$ cat src/rtl/dafir_pkg.sv
package dafir_pkg;

  localparam int unsigned NTAP  = 32;
  localparam int unsigned HALF  = NTAP / 2;
  localparam int unsigned GRP   = 4;
  localparam int unsigned NPART = HALF / GRP;
  localparam int unsigned CW    = 12;

  // Coefficient of tap k; the upper half mirrors the lower half.
  function automatic logic signed [CW-1:0] coef(input int unsigned k);
    int unsigned m;
    m = (k < HALF) ? k : (NTAP - 1 - k);
    case (m)
      0:       coef = 12'sd4;
      1:       coef = 12'sd9;
      2:       coef = 12'sd13;
      3:       coef = 12'sd12;
      4:       coef = 12'sd5;
      5:       coef = -12'sd10;
      6:       coef = 12'sd30;
      7:       coef = -12'sd48;
      8:       coef = -12'sd55;
      9:       coef = -12'sd39;
      10:      coef = 12'sd3;
      11:      coef = 12'sd72;
      12:      coef = 12'sd158;
      13:      coef = 12'sd247;
      14:      coef = 12'sd321;
      default: coef = 12'sd362;
    endcase
  endfunction

  // Largest magnitude one bit-plane sum can take.
  function automatic int coef_abs_sum();
    int s;
    s = 0;
    for (int k = 0; k < int'(HALF); k++) begin
      s += (coef(k) < 0) ? -int'(coef(k)) : int'(coef(k));
    end
    return s;
  endfunction

endpackage

$ cat src/rtl/dafir_tapline.sv
module dafir_tapline
  import dafir_pkg::*;
#(
  parameter int DW = 12
) (
  input  logic                            clk,
  input  logic                            rst_n,
  input  logic                            shift_en,
  input  logic [DW-1:0]                   din,
  output logic [HALF-1:0][DW:0]           pre_o
);

  logic [NTAP-1:0][DW-1:0] line_q, line_d;

  // next state: newest sample enters at index 0
  always_comb begin
    line_d = line_q;
    if (shift_en) line_d = {line_q[NTAP-2:0], din};
  end

  always_ff @(posedge clk or negedge rst_n) begin
    if (!rst_n) line_q <= '0;
    else if (shift_en) line_q <= line_d;
  end

  // mirrored pair adder, one bit of growth
  always_comb begin
    for (int i = 0; i < int'(HALF); i++) begin
      pre_o[i] = $signed({line_q[i][DW-1], line_q[i]})
               + $signed({line_q[NTAP-1-i][DW-1], line_q[NTAP-1-i]});
    end
  end

  // an accepted sample becomes the newest history entry
  a_r2_newest_sample: assert property (@(posedge clk) disable iff (!rst_n)
    shift_en |=> line_q[0] == $past(din));

  // without a shift the history is untouched
  a_r5_history_hold: assert property (@(posedge clk) disable iff (!rst_n)
    !shift_en |=> $stable(line_q));

endmodule

$ cat src/rtl/dafir_lut.sv
module dafir_lut
  import dafir_pkg::*;
#(
  parameter int PART = 0,
  parameter int SW   = 16
) (
  input  logic [GRP-1:0]        addr_i,
  output logic signed [SW-1:0]  val_o
);

  localparam int NENT = 1 << GRP;

  logic signed [SW-1:0] rom [NENT];

  // entry e holds the sum of the coefficients whose address bit is set
  always_comb begin
    for (int e = 0; e < NENT; e++) begin
      rom[e] = '0;
      for (int j = 0; j < int'(GRP); j++) begin
        if (((e >> j) & 1) == 1) rom[e] = rom[e] + SW'(coef(PART * GRP + j));
      end
    end
  end

  assign val_o = rom[addr_i];

endmodule

$ cat src/rtl/dafir_accum.sv
module dafir_accum #(
  parameter int SW = 16,
  parameter int PW = 13,
  parameter int OW = 29,
  parameter int BW = 4
) (
  input  logic                  clk,
  input  logic                  rst_n,
  input  logic                  in_vld,
  input  logic [BW-1:0]         in_bit,
  input  logic signed [SW-1:0]  in_sum,
  output logic                  out_vld,
  output logic signed [OW-1:0]  out_data
);

  logic signed [OW-1:0] acc_q, acc_d, out_q, out_d, term, base, nxt;
  logic                 last, vld_q, vld_d;

  always_comb begin
    last  = (in_bit == BW'(PW - 1));
    term  = OW'(in_sum) <<< in_bit;
    base  = (in_bit == '0) ? '0 : acc_q;
    nxt   = last ? (base - term) : (base + term);
    acc_d = in_vld ? nxt : acc_q;
    vld_d = in_vld && last;
    out_d = vld_d ? nxt : out_q;
  end

  always_ff @(posedge clk or negedge rst_n) begin
    if (!rst_n) begin
      acc_q <= '0;
      out_q <= '0;
      vld_q <= 1'b0;
    end else begin
      vld_q <= vld_d;
      if (in_vld) acc_q <= acc_d;
      if (vld_d)  out_q <= out_d;
    end
  end

  assign out_vld  = vld_q;
  assign out_data = out_q;

  // the sign plane closes each result on the following edge
  a_r6_sign_plane_closes: assert property (@(posedge clk) disable iff (!rst_n)
    (in_vld && in_bit == BW'(PW - 1)) |=> out_vld);

  // results are single-cycle pulses
  a_r4_one_pulse: assert property (@(posedge clk) disable iff (!rst_n)
    out_vld |=> !out_vld);

  // the result holds between pulses
  a_r4_data_hold: assert property (@(posedge clk) disable iff (!rst_n)
    !out_vld |-> $stable(out_data));

endmodule

$ cat src/rtl/dafir_top.sv
module dafir_top
  import dafir_pkg::*;
#(
  parameter int DW = 12,
  localparam int OW = 2 * DW + 5
) (
  input  logic                 clk,
  input  logic                 rst_n,
  input  logic                 in_valid,
  input  logic [DW-1:0]        in_data,
  output logic                 out_valid,
  output logic [OW-1:0]        out_data
);

  localparam int PW   = DW + 1;
  localparam int BW   = $clog2(PW);
  localparam int SW   = int'(CW) + $clog2(HALF);
  localparam int AW   = PW + int'(CW) + $clog2(HALF);
  localparam int SMAX = coef_abs_sum();
  localparam int LCW  = $clog2(PW + 5);

  // control and pipeline state
  logic                   busy_q, busy_d;
  logic                   load_q, load_d;
  logic                   run_q, run_d;
  logic [BW-1:0]          bit_q, bit_d;
  logic [HALF-1:0][PW-1:0] p_q, p_d;
  logic signed [SW-1:0]   sum_q, sum_d;
  logic [BW-1:0]          sbit_q, sbit_d;
  logic                   svld_q, svld_d;
  logic                   accept, last_plane;
  logic [HALF-1:0][DW:0]  pre;
  logic signed [SW-1:0]   part_v [NPART];
  logic signed [AW-1:0]   res;
  logic                   res_vld;

  assign accept     = in_valid && !busy_q;
  assign last_plane = svld_q && (sbit_q == BW'(PW - 1));

  dafir_tapline #(.DW(DW)) u_line (
    .clk      (clk),
    .rst_n    (rst_n),
    .shift_en (accept),
    .din      (in_data),
    .pre_o    (pre)
  );

  for (genvar g = 0; g < int'(NPART); g++) begin : g_part
    logic [GRP-1:0] addr;
    always_comb begin
      for (int j = 0; j < int'(GRP); j++) addr[j] = p_q[g * GRP + j][0];
    end
    dafir_lut #(.PART(g), .SW(SW)) u_lut (
      .addr_i (addr),
      .val_o  (part_v[g])
    );
  end

  // next-state logic
  always_comb begin
    busy_d = busy_q;
    if (accept)          busy_d = 1'b1;
    else if (last_plane) busy_d = 1'b0;

    load_d = accept;

    run_d = run_q;
    bit_d = bit_q;
    p_d   = p_q;
    if (load_q) begin
      run_d = 1'b1;
      bit_d = '0;
      p_d   = pre;
    end else if (run_q) begin
      run_d = (bit_q != BW'(PW - 1));
      bit_d = BW'(bit_q + 1'b1);
      for (int i = 0; i < int'(HALF); i++) p_d[i] = p_q[i] >> 1;
    end

    svld_d = run_q;
    sbit_d = bit_q;
    sum_d  = '0;
    for (int g = 0; g < int'(NPART); g++) sum_d = sum_d + part_v[g];
  end

  // registers
  always_ff @(posedge clk or negedge rst_n) begin
    if (!rst_n) begin
      busy_q <= 1'b0;
      load_q <= 1'b0;
      run_q  <= 1'b0;
      bit_q  <= '0;
      p_q    <= '0;
      sum_q  <= '0;
      sbit_q <= '0;
      svld_q <= 1'b0;
    end else begin
      busy_q <= busy_d;
      load_q <= load_d;
      svld_q <= svld_d;
      if (load_q || run_q) begin
        run_q <= run_d;
        bit_q <= bit_d;
        p_q   <= p_d;
      end
      if (run_q) begin
        sum_q  <= sum_d;
        sbit_q <= sbit_d;
      end
    end
  end

  dafir_accum #(.SW(SW), .PW(PW), .OW(AW), .BW(BW)) u_acc (
    .clk      (clk),
    .rst_n    (rst_n),
    .in_vld   (svld_q),
    .in_bit   (sbit_q),
    .in_sum   (sum_q),
    .out_vld  (res_vld),
    .out_data (res)
  );

  assign out_valid = res_vld;
  assign out_data  = OW'(res);

  // check-only latency counter, restarted by each accepted sample
  logic [LCW-1:0] lat_q;
  always_ff @(posedge clk or negedge rst_n) begin
    if (!rst_n)                         lat_q <= '0;
    else if (accept)                    lat_q <= LCW'(1);
    else if (lat_q != '0 && lat_q != LCW'(PW + 4)) lat_q <= LCW'(lat_q + 1'b1);
  end

  // a result appears DW+3 edges after its accepting edge
  a_r4_latency: assert property (@(posedge clk) disable iff (!rst_n)
    out_valid |-> lat_q == LCW'(PW + 3));

  // a plane sum never exceeds the total coefficient magnitude
  a_r2_plane_sum_range: assert property (@(posedge clk) disable iff (!rst_n)
    svld_q |-> (int'(sum_q) <= SMAX && int'(sum_q) >= -SMAX));

  // bit-planes arrive in ascending order without gaps
  a_r2_plane_order: assert property (@(posedge clk) disable iff (!rst_n)
    (svld_q && sbit_q != BW'(PW - 1)) |=> (svld_q && sbit_q == BW'($past(sbit_q) + 1'b1)));

  // the engine is free again when the result is shown
  a_r8_idle_at_result: assert property (@(posedge clk) disable iff (!rst_n)
    out_valid |-> !busy_q);

endmodule

$ cat config.mk
export PLATFORM = sky130hd
export DESIGN_NAME = dafir_top
export DESIGN_NICKNAME = d
export VERILOG_FILES = /design/src/rtl/dafir_pkg.sv /design/src/rtl/dafir_tapline.sv /design/src/rtl/dafir_lut.sv /design/src/rtl/dafir_accum.sv /design/src/rtl/dafir_top.sv
export SDC_FILE = /design/constraint.sdc
export NUM_CORES = 1
export LEC_CHECK = 0
export BUFFER_PORTS_ARGS = -buffer_cell sky130_fd_sc_hd__buf_2
export CAP_MARGIN = 5
export CORE_MARGIN = 2
export CORE_UTILIZATION = 62
export DETAILED_ROUTE_END_ITERATION = 8
export GPL_TIMING_DRIVEN = 0
export PLACE_DENSITY_LB_ADDON = 0.2
export SLEW_MARGIN = 20
export SYNTH_ARGS = -nofsm -noshare
export SYNTH_HDL_FRONTEND = slang
export SYNTH_SLANG_ARGS = --single-unit
$ cat constraint.sdc
create_clock -name clk -period 5.65 [get_ports clk]
set_input_delay 0.565 -clock clk [delete_from_list [all_inputs] [get_ports clk]]
set_output_delay 0.565 -clock clk [all_outputs]
set_load 0.03 [all_outputs]
# Word-level counts from Yosys, hierarchy flattened
# Memory sizes are Yosys's and may differ from the RTL's.
# Index checks and enable logic that the tools add are counted.
word_totals:
  register_bits: 679
  rom_bits: 1024
  in_bits: 15
  out_inout_bits: 30
  wordCells: 121
  memories: 4
classes:
  addsub: 22
  order_cmp: 4
  eq_ne: 2
  shifts: 1
  muxes: 18
  bitwise: 4
  reduce_logical: 8
mem_list:
  columns: ["memory", "words", "word_bits", "read_ports", "rd_clocked_by_memory_dff", "wr", "line", "rtl"]
  rows:
  - ["(name not given)", 16, 16, 1, 0, 0, "dafir_lut.sv:25", "assign val_o = rom[addr_i];"]
  - ["(name not given)", 16, 16, 1, 0, 0, "dafir_lut.sv:25", null]
  - ["(name not given)", 16, 16, 1, 0, 0, "dafir_lut.sv:25", null]
  - ["(name not given)", 16, 16, 1, 0, 0, "dafir_lut.sv:25", null]
ops:
  columns: ["cell", "n"]
  rows:
  - ["208-bit 2-to-1 mux", 2]
  - ["12-bit by 12-bit adder with 13-bit output", 16]
  - ["16-bit 2-to-1 mux", 8]
  - ["29-bit 2-to-1 mux", 2]
  - ["16-bit adder", 3]
  - ["29-bit adder", 1]
  - ["16-bit by 4-bit <<< shifter with 29-bit output", 1]
  - ["29-bit subtractor", 1]
  - ["5-bit >= comparator, second input constant", 4]
  - ["4-bit inverter with 5-bit output", 4]
  - ["4-bit 2-to-1 mux", 2]
  - ["4-bit by 1-bit adder with 4-bit output, second input constant", 1]
  - ["4-bit == test, second input constant", 1]
  - ["4-bit zero test", 1]
  - ["1-bit 2-to-1 mux", 4]
  - ["4-bit inequality test, second input constant", 1]
  - ["2-bit nonzero test", 2]
  - ["1-bit logical AND", 2]
  - ["2-bit AND reduction", 1]
  - ["1-bit zero test", 1]
  - ["1-bit logical OR", 1]

# Logic depth before layout (Yosys ltp)
# Gate-level depths: netlist (run 1).
logic_depth:
  word_depth: 7
  depth_mapped: 24
  depth_no_buf: 18

# By module
# A second synthesis (run 1) with hierarchy kept.
hier_totals:
  cells_unflattened: 4068
  area_unflattened_um2: 42191.7
modules_own_cells:
  columns: ["mod", "instances", "cells_each", "area_each_um2", "seq_area_each_um2"]
  rows:
  - ["dafir_tapline", 1, 2047, 23147.2, 9609.2]
  - ["dafir_top", 1, 1193, 12084.1, 5905.7]
  - ["dafir_accum", 1, 698, 5997.0, 1476.4]
  - ["dafir_lut at g_part[3].u_lut", 1, 50, 349.1, 0.0]
  - ["dafir_lut at g_part[2].u_lut", 1, 25, 216.5, 0.0]
  - ["dafir_lut at g_part[1].u_lut", 1, 26, 203.9, 0.0]
  - ["dafir_lut at g_part[0].u_lut", 1, 29, 193.9, 0.0]

# Worst setup path before layout (run 1)
# Ideal clock, no wire load.
synth_timing:
  path_type: "reg2reg"
  startpoint: "register sbit_q[2]"
  endpoint: "register u_acc.acc_q[26]"
  setup_time_ps: 125
  arrival_time_ps: 5067
  t_required_ps: 5525
  setup_slack_ps: 458
  stages_incl_launch_ff: 25
  path_buffers: 6
  period_less_slack_ps: 5192
  path_cell_list: "dfrtp_1 buf_2 buf_2 buf_2 buf_2 buf_2 nor4_1 clkbuf_1 nand2_1 ha_1 inv_1 a211oi_1 nand2_1 nor3_1 a21oi_1 xnor2_1 ha_1 a21o_1 a21o_1 a2111o_1 a211o_1 a31oi_1 o21ai_0 xnor2_1 mux2_2"
synth_between:
  elab_chain_cells: 4
  elab_cells_between_ends: 7
  classes_between: "add/sub: 2; eq/ne: 1; shift: 1; mux: 2; reduce/logical: 1"
synth_lines:
  columns: ["element", "line", "rtl"]
  rows:
  - ["from (decl)", "dafir_top.sv:29", "logic [BW-1:0] sbit_q, sbit_d;"]
  - ["from (signal assigned)", "dafir_top.sv:108", "sbit_q <= sbit_d;"]
  - ["parallel branches: the longest is 3 deep, another holds 29-bit adder", null, null]
  - ["29-bit 2-to-1 mux (*)", "dafir_accum.sv:23", "nxt = last ? (base - term) : (base + term);"]
  - ["to (signal assigned)", "dafir_accum.sv:31", "acc_q <= '0;"]
  - ["to (signal assigned)", "dafir_accum.sv:36", "if (in_vld) acc_q <= acc_d;"]
  - ["to (decl)", "dafir_accum.sv:16", "logic signed [OW-1:0] acc_q, acc_d, out_q, out_d, term, base, nxt;"]
# Every way passes the cells marked *.
# A chain may end at the register's enable or synchronous reset.

# Worst setup path after layout (run 1)
layout_timing:
  startpoint: "register sbit_q[0]"
  endpoint: "register u_acc.out_q[26] (netlist: u_acc.out_data[26])"
layout_between:
  elab_chain_cells: 4
  elab_cells_between_ends: 8
  classes_between: "add/sub: 2; eq/ne: 1; shift: 1; mux: 2; reduce/logical: 2"
layout_lines:
  columns: ["element", "line", "rtl"]
  rows:
  - ["parallel branches: the longest is 4 deep, another holds 29-bit adder", null, null]
  - ["to (signal assigned)", "dafir_accum.sv:37", "if (vld_d) out_q <= out_d;"]
  - ["to (decl)", "dafir_accum.sv:16", null]
# Parallel ways; which one is timed is not known.

==> results.cfg, run 1 <==
[synthesis]
synth-seq-area-share_pct = 42.29
syn_nets = 4166
synth_cell_types = 75
yosysWarnings = 0
synth_area_per_cell_sq_um = 10.43
syn-cell-area_sq_um = 40180
synth_edf_count = 0
synth-seq-cells = 679
synthArstFlopShare_pct = 100.0
synthFlopType = dfrtp_1
netlist_instances = 3852

[floorplanning]
die_h_um = 258.6
fp.coreArea_sq_um = 64230
initial_core_util_pct = 62.55
fp.dieArea_sq_um = 66850
ios = 45
chipWidth_um = 258.6
rows = 93

[global_route]
antenna_found_initial = 1
grt-ovfl-total = 0
grt_max_degree = 100
grt_first_pass_wirelength_mm = 168.1
grt.total_usage_pct = 32.07
grt_pass1_vias = 30130

[timing]
setup_viol = 0
worst_pin_slew_ns = 1.286
finalHoldViolCount = 0
period_share_pct = 96.21
rsz0062_at_grt = no
clock_skew_ns = 0.01905
finalSetupTns_ns = 0
slew_violations = 0
period_needed_ns = 5.436
max_clock_freq_ghz = 0.1840
slew_headroom_pct = 14.25

[finish]
drive_above_1_share_pct = 16.30
area_growth_pct = 9.956
seq_area_sq_um = 16990
antenna_cells = 0
fillers = 4909
fin_nets = 4295
multiInputGateArea_sq_um = 21600
stdcell_area_sq_um = 44180

[route]
ant_nets = 0
wl_per_cell_um = 21.74
remaining_drc_errors = 0
via_count = 30300
dr.pass1.iters = 5
viasPerCell = 6.201
wirelength_mm = 106.2
drtIter0Drc = 2362

[cts]
cts_tree = done
clockBufferDepth = 3
clk_pin_slew_worst_paths_ns = 0.06
root_buffer = clkbuf_16
cts_made_buffers = 74
htree_levels = 3
cts.sinks = 679
worstSkewPairLatency_ns = 0.63

[place]
numPortBuffers = 44
dp_hpwl_mm = 76.75
gp_congestion = 0.9494
placed_cell_area_sq_um = 41690

[setup_path]
cp-start-kind = flip-flop
arrival_ns = 5.93
worstPathRequired_ns = 6.15
crit_path_end_kind = flip-flop
rrSetupSlack_ns = 0.21
worstReg2RegEnd = u_acc.out_data[26]$_DFFE_PN0P_
critical_path_class = reg -> reg
path_max_fanout = 10
rr_worst_depth = 18
crit_start = sbit_q[0]$_DFFE_PN0P_
reg2reg_from = sbit_q[0]$_DFFE_PN0P_

[worst_hold_path]
whs_path_depth = 3
min_from = in_data[1]
min_path_type = in -> reg
worstHoldEndpoint = u_line.line_q[1]$_DFFE_PN0P_

[run]
drv_cap = 0

[power_and_ir_drop]
leakagePower_nw = 21.45
power_density_nw_per_um2 = 591.3
ir_worst_vdd_mv = 0.3813

[outcome]
status = complete, no violations
what timing repair did:
item	4_1_cts	5_1_grt
endpoints found under the setup margin	3	12
hold buffers	1	0
setup buffers	0	1
endpoints found under the hold margin	78	0
resized for setup	1	12
pin swaps	0	2
placed cells by master (no fill, tap or decap), types with 46 or more instances in the layout:
cell type  instances
a211oi_1          96
buf_2             52
clkbuf_1         152
a21oi_1          143
inv_1            240
a31oi_1           60
ha_1             264
mux2i_1          164
a21o_1            80
mux2_2           403
or3_1             53
nor2b_1          101
dfrtp_1          679
xnor2_1          102
nand3_1           97
xor2_1            46
nor2_1           137
clkbuf_16         76
o21ai_0          286
nand2_1          290
power breakdown:
part	total, W	internal (W)	switching (W)
logic	0.0139	0.00592	0.00799
clock network	0.00496	0.00292	0.00204
registers	0.00726	0.00622	0.00104
per-stage QoR:
stage / hold WS [ns] / utilization, % / total power [W] / setup WS [ns] / cells
2_1_floorplan: 0.2694 / - / 0.01736 / 0.4583 / 3852
3_3_place_gp: 0.4308 / 64.56 / 0.02057 / -10.38 / 4751
3_5_place_dp: 0.4361 / 64.90 / 0.02092 / -0.07152 / 4759
4_1_cts: 0.1529 / 68.72 / 0.02601 / 0.09190 / 4885
5_1_grt: 0.1583 / 68.78 / 0.02788 / 0.005454 / 4886
6_report: 0.1768 / 68.78 / 0.02612 / 0.2140 / 4886
layer usage:
| layer | up-vias | track usage, % | part of all wire (%) |
|---|---|---|---|
| met4 | 0 | 10.37 | 3.1 |
| met2 | 951 | 52.27 | 47 |
| met3 | 199 | 4.333 | 5.8 |
| met5 | - | 0 | 0 |
| li1 | 14040 | - | - |
| met1 | 15110 | 44.66 | 44 |
cell families after synthesis:
logic type      Yosys count  share of synthesized area [%]
flops                   679                          42.29
buf+inv                 424                          4.033
fa+ha+maj               299                          9.965
mux                     585                          16.36
xor+xnor                148                          3.226
compound gates          835                          13.17
simple gates            882                          10.96
registers in the layout, indices dropped and copies added, names as in the netlist:
register,cells
u_acc.acc_q,29
u_acc.out_vld,1
run_q,1
sum_q,16
u_line.line_q,384
sbit_q,4
svld_q,1
bit_q,4
u_acc.out_data,29
g_part.addr,16
busy_q,1
load_q,1
p_q,192
synthesized netlist by cell type (all sizes together), types with 8 or more instances:
master	number	area, sq um
nor3	40	205.2
nand2b	20	125.1
or3	53	331.6
a21boi	19	142.6
ha	264	3303
a2111o	13	146.4
nand3	97	485.5
a211oi	96	720.7
a2111oi	17	150.1
o311ai	14	122.6
o32a	8	80.08
o21ai	288	1441
fa	35	700.7
a31oi	61	381.6
nand4	8	50.05
a21oi	143	715.7
and3b	11	96.34
and2	12	75.07
buf	32	148.9
clkbuf	149	559.3
mux2	404	4549
mux4	17	382.9
nor3b	17	132.6
xor2	46	402.9
dfrtp	679	16990
o21a	8	60.06
nand3b	19	142.6
nor2b	101	631.9
o31ai	9	72.57
nor4	10	77.57
and3	36	225.2
o211ai	23	172.7
inv	242	908.4
a311oi	8	70.07
nor2	137	514.2
mux2i	164	1642
a21o	80	600.6
nand2	290	1089
or2	26	162.7
xnor2	102	893.4
how the worst max path moves through the flow:
stage / to / cells after the start
after floorplan: u_acc.acc_q[26]$_DFFE_PN0P_ / 24
after global placement: u_line.line_q[206]$_DFFE_PN0P_ / 1
after detailed placement: u_acc.out_data[26]$_DFFE_PN0P_ / 24
after CTS: u_acc.out_data[26]$_DFFE_PN0P_ / 20
after global routing: u_acc.out_data[26]$_DFFE_PN0P_ / 18
final: u_acc.out_data[26]$_DFFE_PN0P_ / 18
area by class of cell:
cell class | count | share of cell area [%]
inverter | 243 | 2.065
buffer | 180 | 1.626
tap | 855 | 2.422
clock inverter | 26 | 0.7024
timing repair buffer | 54 | 1.014
clock buffer | 100 | 4.826
multi-input combinational | 2749 | 48.88
sequential | 679 | 38.46
worst max-delay path, cell delays in order, from the launching register on:
cell,delay (ns)
dfrtp_1,0.34
buf_6,0.15
buf_6,0.17
mux4_2,0.53
a222oi_1,0.76
and2_1,0.26
a32oi_2,0.11
nor4b_4,0.39
nor2_1,0.10
xnor2_1,0.27
ha_1,0.34
a21o_1,0.17
a21o_1,0.19
a2111o_1,0.41
a211o_1,0.31
a31oi_2,0.24
o21ai_0,0.14
xnor2_1,0.16
mux2_2,0.27
Note: power is estimated with default switching activity, not from simulation.
==> run 2, diff against run 1 <==
CORE_UTILIZATION = 64   (was 62)
==> run 2 against run 1 <==
Against the previous run: maximum frequency is 2.2% higher; combinational power barely moved; cell count down 0.18%; count of clock-buffer cells in the layout increased by 11; die area is 3.1% lower; sequential share of layout area down 0.081 points; critical path type unchanged.
==> results.cfg, run 2 (same netlist as run 1, synthesis figures left out) <==
[outcome]
status = complete, no violations

[cts]
cts_tree = done
clk_pin_slew_worst_paths_ns = 0.06
worstSkewPairLatency_ns = 0.63
htree_levels = 3
cts_made_buffers = 75
clockBufferDepth = 3
cts.sinks = 679
root_buffer = clkbuf_16

[floorplanning]
rows = 91
fp.coreArea_sq_um = 61940
ios = 45
fp.dieArea_sq_um = 64800
initial_core_util_pct = 64.87
chipWidth_um = 254.6
die_h_um = 254.6

[worst_hold_path]
min_path_type = in -> reg

[route]
wirelength_mm = 106.0
viasPerCell = 6.239
wl_per_cell_um = 21.74
ant_nets = 0
dr.pass1.iters = 5
via_count = 30430
remaining_drc_errors = 0
drtIter0Drc = 2422

[global_route]
grt_first_pass_wirelength_mm = 166.9
grt_max_degree = 102
grt_pass1_vias = 30280
grt-ovfl-total = 0
antenna_found_initial = 0
grt.total_usage_pct = 33.11

[power_and_ir_drop]
p_seq_share_pct = 27.7
leakagePower_nw = 21.49
power_density_nw_per_um2 = 593.1
cellInternalPower_w = 0.01519
p_clk_share_pct = 19.2
ir_worst_vdd_mv = 0.3650
switching_share_pct = 42.17
p_comb_share_pct = 53.1
p_switching_w = 0.01107

[setup_path]
crit_family = compound AO/OA/AOI/OAI gates
crit_chain = buf_6 > buf_6 > buf_2 > buf_2 > inv_2 > a31o_2 > nor4_4 > nand2_1 > nor4b_4 > nor2_1 > xnor2_1 > ha_1 > a21o_1 > a21o_1 > a2111o_1 > a211o_1 > a31oi_2 > o21ai_0 > xnor2_1 > mux2_2
cp-start-kind = flip-flop
worstReg2RegEnd = u_acc.acc_q[26]$_DFFE_PN0P_
timing.critical_path.buf_inv = 5
arrival_ns = 5.82
cpPeakStageDelay_ns = 0.45
rr_worst_depth = 20
rrSetupSlack_ns = 0.33
crit_start = sbit_q[0]$_DFFE_PN0P_
worst-path-stages = 20
path_max_fanout = 10
reg2reg_from = sbit_q[0]$_DFFE_PN0P_
worstPathRequired_ns = 6.15
setup.worst_path.end = u_acc.acc_q[26]$_DFFE_PN0P_
crit_path_end_kind = flip-flop
critical_path_class = reg -> reg
slowest_stage = nor4b_4

[timing]
finalSetupTns_ns = 0
setup_viol = 0
slew_violations = 0
slew_headroom_pct = 15.21
clock_skew_ns = 0.03248
rsz0062_at_grt = no
period_needed_ns = 5.322
worst_pin_slew_ns = 1.272
period_share_pct = 94.19
holdWs_ns = 0.1421
max_clock_freq_ghz = 0.1879
finalHoldViolCount = 0

[finish]
fillers = 4595
largest_register_ffs = 384
antenna_cells = 0
fin_util_pct = 71.48
fin_nets = 4299
regMostFlops = u_line.line_q
layout_common_cells = dfrtp_1, mux2_2, nand2_1
instances_no_fill = 4877
top_regs = u_line.line_q (384), p_q (192)
final_common_cell = dfrtp_1
drive_above_1_share_pct = 16.34
area_growth_pct = 10.19

[place]
numPortBuffers = 44
dp.cells = 4741
dp_hpwl_mm = 76.40
gp_congestion = 0.9379

[run]
drv_cap = 0
[run 2: changes by cell type in the layout (fill, tap and decap cells not counted), sizes merged]
| cell | delta |
|---|---|
| buf | +1 |
| clkbuf | +13 |
| clkinv | -5 |
[run 2: timing repair]
item,CTS,global route
buffers inserted,1,3
gates resized for setup,1,16
hold buffers,1,0
pin swaps,1,2
setup endpoints to repair,5,5
endpoints found under the hold margin,55,0
[run 2: layer usage]
| metal | GRT usage [%] | part of all wire [%] | vias to the layer above |
|---|---|---|---|
| met5 | 0 | 0 | - |
| met4 | 13.08 | 4.1 | 0 |
| met2 | 53.72 | 46 | 978 |
| li1 | - | - | 14080 |
| met1 | 45.21 | 43 | 15140 |
| met3 | 4.695 | 6.0 | 239 |
[run 2: through the flow]
stage	power (W)	area, sq um	setup slack [ns]
detailed placement	0.02088	41660	-0.2009
CTS	0.02606	44210	0.04595
global placement	0.02050	41440	-10.31
floorplan	0.01736	40180	0.4583
finish	0.02626	44270	0.3285
global route	0.02799	44270	0.01312
[run 2: worst register-to-register path: cells and delay by family (launching register included)]
family / cells / cell delay [ns]
mux: 1 / 0.27
compound gates: 7 / 1.74
simple gates: 4 / 1.10
xor+xnor: 2 / 0.42
fa+ha+maj: 1 / 0.34
buf+inv: 5 / 1.00
flops: 1 / 0.34
[run 2: how the worst min path moves through the flow]
stage / start / endpoint / slack (ns) / depth (start not counted)
floorplan: rst_n / bit_q[0]$_DFFE_PN0P_ / 0.27 / 0
global placement: run_q$_DFFE_PN0P_ / svld_q$_DFF_PN0_ / 0.45 / 0
detailed placement: run_q$_DFFE_PN0P_ / svld_q$_DFF_PN0_ / 0.43 / 0
CTS: in_data[1] / u_line.line_q[1]$_DFFE_PN0P_ / 0.12 / 3
global route: in_data[1] / u_line.line_q[1]$_DFFE_PN0P_ / 0.13 / 3
finish: in_data[1] / u_line.line_q[1]$_DFFE_PN0P_ / 0.14 / 3
[run 2: cell type report]
type                            count  area, sq um  share of cell area, %
Tap cell                          837         1047                  2.366
Clock inverter                     21        304.0                 0.6868
Clock buffer                      111         2225                  5.025
Buffer                            180        719.4                  1.625
Inverter                          243        912.1                  2.060
Timing Repair Buffer               57        467.9                  1.057
Sequential cell                   679        16990                  38.38
Multi-Input combinational cell   2749        21600                  48.80
[run 2: power by group through the flow]
stage | Clock, W | Sequential [W] | Combinational, W
4_1_cts | 0.00511 | 0.00724 | 0.0137
3_5_place_dp | 0 | 0.00729 | 0.0136
6_report | 0.00505 | 0.00727 | 0.0139
5_1_grt | 0.00530 | 0.00740 | 0.0153
3_3_place_gp | 0 | 0.00727 | 0.0132
2_1_floorplan | 0 | 0.00705 | 0.0103
